<file path="src/rtl/pci_cfg_hdr.sv">
module pci_cfg_hdr #(
  parameter logic [15:0] DEV_ID   = 16'h0878,
  parameter logic [15:0] VEN_ID   = 16'h109E,
  parameter int          ADDR_W   = 6,
  parameter logic [15:0] CMD_MASK = 16'h0347
) (
  input  logic              clk,
  input  logic              rst,
  input  logic [ADDR_W-1:0] acc_addr,
  input  logic [3:0]        acc_be,
  input  logic [31:0]       acc_wdata,
  input  logic              acc_wr,
  output logic [31:0]       acc_rdata,
  input  logic              ev_addr_perr,
  input  logic              ev_data_perr,
  input  logic              ev_serr,
  input  logic              ev_mabort_rx,
  input  logic              ev_tabort_rx,
  input  logic              ev_tabort_sig,
  input  logic              ev_perr_master,
  output logic              cmd_io_en,
  output logic              cmd_mem_en,
  output logic              cmd_master_en,
  output logic              cmd_perr_resp,
  output logic              cmd_serr_en,
  output logic              cmd_fb2b_en,
  output logic              bus_enabled
);
  localparam int NFLAG = 6;
  localparam int FLAG_POS [NFLAG] = '{31, 30, 29, 28, 27, 24};
  localparam logic [15:0] STS_CONST = 16'h0290;

  logic [15:0]      cmd_q;
  logic [NFLAG-1:0] flag_q;
  logic [NFLAG-1:0] flag_set;
  logic [NFLAG-1:0] flag_clr;
  logic [15:0]      sts;
  logic             wr_cs;

  assign wr_cs = acc_wr && (acc_addr == ADDR_W'(1));

  assign flag_set[0] = ev_addr_perr | ev_data_perr;
  assign flag_set[1] = ev_serr;
  assign flag_set[2] = ev_mabort_rx;
  assign flag_set[3] = ev_tabort_rx;
  assign flag_set[4] = ev_tabort_sig | ev_addr_perr;
  assign flag_set[5] = ev_perr_master & cmd_q[6];

  for (genvar i = 0; i < NFLAG; i++) begin : g_flag
    assign flag_clr[i] = wr_cs && acc_be[FLAG_POS[i]/8] && acc_wdata[FLAG_POS[i]];

    always_ff @(posedge clk) begin
      if (rst)              flag_q[i] <= 1'b0;
      else if (flag_set[i]) flag_q[i] <= 1'b1;
      else if (flag_clr[i]) flag_q[i] <= 1'b0;
    end
  end

  for (genvar b = 0; b < 2; b++) begin : g_cmd
    always_ff @(posedge clk) begin
      if (rst)
        cmd_q[b*8 +: 8] <= 8'h00;
      else if (wr_cs && acc_be[b])
        cmd_q[b*8 +: 8] <= acc_wdata[b*8 +: 8] & CMD_MASK[b*8 +: 8];
    end
  end

  always_comb begin
    sts = STS_CONST;
    for (int i = 0; i < NFLAG; i++) sts[FLAG_POS[i]-16] = flag_q[i];
  end

  always_comb begin
    case (acc_addr)
      ADDR_W'(0): acc_rdata = {DEV_ID, VEN_ID};
      ADDR_W'(1): acc_rdata = {sts, cmd_q};
      default:    acc_rdata = 32'h0;
    endcase
  end

  assign cmd_io_en     = cmd_q[0];
  assign cmd_mem_en    = cmd_q[1];
  assign cmd_master_en = cmd_q[2];
  assign cmd_perr_resp = cmd_q[6];
  assign cmd_serr_en   = cmd_q[8];
  assign cmd_fb2b_en   = cmd_q[9];
  assign bus_enabled   = |cmd_q;
endmodule


</file>
<file path="config.mk">
export PLATFORM = sky130hd
export DESIGN_NAME = pci_cfg_hdr
export DESIGN_NICKNAME = d
export VERILOG_FILES = /design/src/rtl/pci_cfg_hdr.sv
export SDC_FILE = /design/constraint.sdc
export NUM_CORES = 1
export LEC_CHECK = 0
export ABC_AREA = 0
export BUFFER_PORTS_ARGS = -buffer_cell sky130_fd_sc_hd__buf_4
export CORE_ASPECT_RATIO = 0.9
export CORE_UTILIZATION = 34
export CTS_CLUSTER_DIAMETER = 200
export DETAILED_ROUTE_END_ITERATION = 7
export PLACE_DENSITY = 0.77
export SLEW_MARGIN = 30
export SYNTH_ARGS = -nofsm -noshare
export SYNTH_HDL_FRONTEND = slang
export SYNTH_SLANG_ARGS = --single-unit
</file>
<file path="constraint.sdc">
create_clock -name clk -period 2.62 [get_ports clk]
set_input_delay 0.524 -clock clk [delete_from_list [all_inputs] [get_ports clk]]
set_output_delay 0.524 -clock clk [all_outputs]
set_load 0.01 [all_outputs]
</file>
==> flow_summary.yaml <==
clock_tree:
  clk_latency_ns: 0.27
  path_clk_slew_ns: 0.07
  cts_num_sinks: 12
  cts_made_buffers: 3
  post_cts_resize_count: 0
  cts_tree: "yes"
  clock_path_buffers: 2
  cts_root_buf: "clkbuf_4"
  cts_hold_buf: 0
  htreeDepth: 1
  post-cts-setup-buffers: 0
power:
  intPower_mw: 0.285
  switching_share_pct: 25.2
  p_switching_mw: 0.0962
  pwr-share-comb_pct: 20.5
  p_leak_nw: 0.631
  p_per_area_nw_per_um2: 315
  seq_power_share_pct: 49.8
  ir_drop_v: 0.000224
  clkPwrFrac_pct: 29.6
worst_setup_path:
  arrival_ns: 1.97
  cp.required_ns: 2.10
  critical_path.slowest_cell: "or4_4"
  slowest_delay_ns: 0.55
  critPathMostFrequentCell: "buf_4"
  path_class: "in -> out"
  cp_top_family: "simple AND/OR/NAND/NOR gates"
  cp.buffers_inverters: 2
  crit_chain: "buf_4 > or4_4 > or2_4 > nor2_1 > buf_4"
  worstPathMaxFanout: 7
  start_kind: "input port"
  cp-end-kind: "output port"
detailed_routing:
  num_vias: 863
  firstDrtPassIters: 4
  first_iter_violations: 9
  vias_per_cell: 4.79
  wirelength_microns: 2170
  wl_per_cell_microns: 12.0
  drcViolationCount: 0
  ant_nets: 0
placement:
  placed_cell_area_sq_um: 1190
  io_buffer_count: 59
  gp_congestion: 0.761
  dp_hpwl_microns: 1690
  place_ws_ns: 0.113
sta:
  hold_viol: 0
  fin_crit_ns: 2.50
  fmax_mhz: 401
  rsz0062_at_grt: "false"
  setup_viol: 0
  hold_ws_ns: 0.425
  tns_ns: 0
  maxSlewViolCount: 0
  finalCritPeriodShare_pct: 95.3
  clock_skew_ns: 0.00326
  fin_ws_ns: 0.124
floorplanning:
  fp-row-count: 16
  io_pins: 91
  start_util_pct: 37.1
  die_h_microns: 48.9
  core_sq_um: 2240
  design.die.area_sq_um: 2650
  die_x_microns: 54.1
yosys:
  ys_seq_area_share_pct: 28.9
  ys_warn_count: 0
  postSynthCellCount: 102
  yosysTopAreaCell: "dfxtp_1"
  synth_seq_cells: 12
  yosys-top-cells-count: "buf_4, dfxtp_1, and3_1, nand2b_1"
  yosysMostFrequentCell: "buf_4"
  synth_ff_type: "dfxtp_1"
  synth-edff-count: 0
  yosys.cell_types.count: 31
  synth_area_sq_um: 831
  synth.avg_cell_area_sq_um: 8.15
  ys_top_cells_by_area: "dfxtp_1, buf_4, and3_1"
  yosysTopAreaCellShare_pct: 28.9
  synth-async-reset-ratio_pct: 0
grt:
  grt_start_max_net_pins: 19
  grt_use_total_pct: 16.8
  antenna_found_initial: 0
  grt_remaining_overflow: 0
  grt_pass1_wl_microns: 3250
  grt_pass1_vias: 762
cells_and_area:
  multi_input_area_sq_um: 444
  finish.instance_area_sq_um: 1210
  antenna_cells: 0
  fillers: 204
  syn2layout_area_growth_pct: 45.6
  seq_area_sq_um: 240
  drive_gt1_share_pct: 46.4
  nets: 207
job:
  cap_viol_max_count: 0
status:
  outcome: "completed"
hold_path:
  min_path_type: "in -> reg"
-- worst paths after layout --
kind / start / to / slack (ns) / depth (start not counted)
worst max-delay path: acc_addr[1] / acc_rdata[4] / 0.12 / 5
worst min-delay path: acc_wdata[27] / flag_q[4] / 0.42 / 2
worst max register to register: cmd_perr_resp / flag_q[5] / 1.64 / 3
worst min register to register: cmd_io_en / cmd_io_en / 0.52 / 2
-- logic make-up (layout without fill, tap and decap cells) --
family                 count (synthesis)  count (layout)  synth area share [%]
other                                  1              10                 0.451
AND/OR/NAND/NOR                       40              40                  31.2
multiplexers                           4               4                  4.82
flip-flops                            12              12                  28.9
buffers and inverters                 27              69                  21.7
AO/OA/AOI/OAI                         18              18                  13.0
-- metrics by stage --
step | utilization (%) | power [mW] | instances
floorplan | - | 0.238 | 111
global placement | 53.0 | 0.270 | 177
global route | 54.0 | 0.401 | 180
finish | 54.0 | 0.381 | 180
CTS | 54.0 | 0.383 | 180
detailed placement | 53.0 | 0.272 | 177
-- worst reg2reg max path, stage by stage (launching register included) --
cell,delay [ns]
dfxtp_1,0.42
a21oi_1,0.09
or2_2,0.27
a31oi_1,0.13
-- power by group through the flow --
| stage | clock network, mW | logic [mW] | registers (mW) |
|---|---|---|---|
| detailed placement | 0 | 0.0780 | 0.194 |
| CTS | 0.115 | 0.0782 | 0.190 |
| global route | 0.124 | 0.0861 | 0.191 |
| floorplan | 0 | 0.0440 | 0.194 |
| finish | 0.113 | 0.0783 | 0.190 |
| global placement | 0 | 0.0761 | 0.194 |
-- flip-flops by register name (all words and copies together), names as in the netlist --
| register | flops |
|---|---|
| cmd_fb2b_en | 1 |
| cmd_io_en | 1 |
| cmd_master_en | 1 |
| cmd_mem_en | 1 |
| cmd_perr_resp | 1 |
| cmd_serr_en | 1 |
| flag_q | 6 |
-- per-layer routing --
| layer | share of wire (%) | GRT usage, % | up-vias |
|---|---|---|---|
| li1 | - | - | 428 |
| met1 | 41 | 19.3 | 388 |
| met2 | 48 | 28.8 | 45 |
| met3 | 9.9 | 2.49 | 2 |
| met4 | 1.0 | 8.97 | 0 |
| met5 | 0 | 0 | - |
-- cells in the final DEF (no fill, tap or decap), types with 2 or more instances in the layout --
master    count
inv_1         6
o21bai_1      3
a21oi_1       6
nand2_1       2
nand3_1       3
dfxtp_1      12
nand2b_1      8
or2_2         2
mux2i_1       4
and3_1        8
buf_4        59
nor2_1        5
clkbuf_4      3
o21ai_0       2
conb_1       10
a31oi_1       6
-- cell type report --
cell class / count / area share [%]
clock buffer: 3 / 1.86
inverter: 7 / 2.17
multi-input combinational: 72 / 36.7
sequential: 12 / 19.9
tap: 27 / 2.79
timing repair buffer: 59 / 36.6
(Power assumes the default switching activity.)
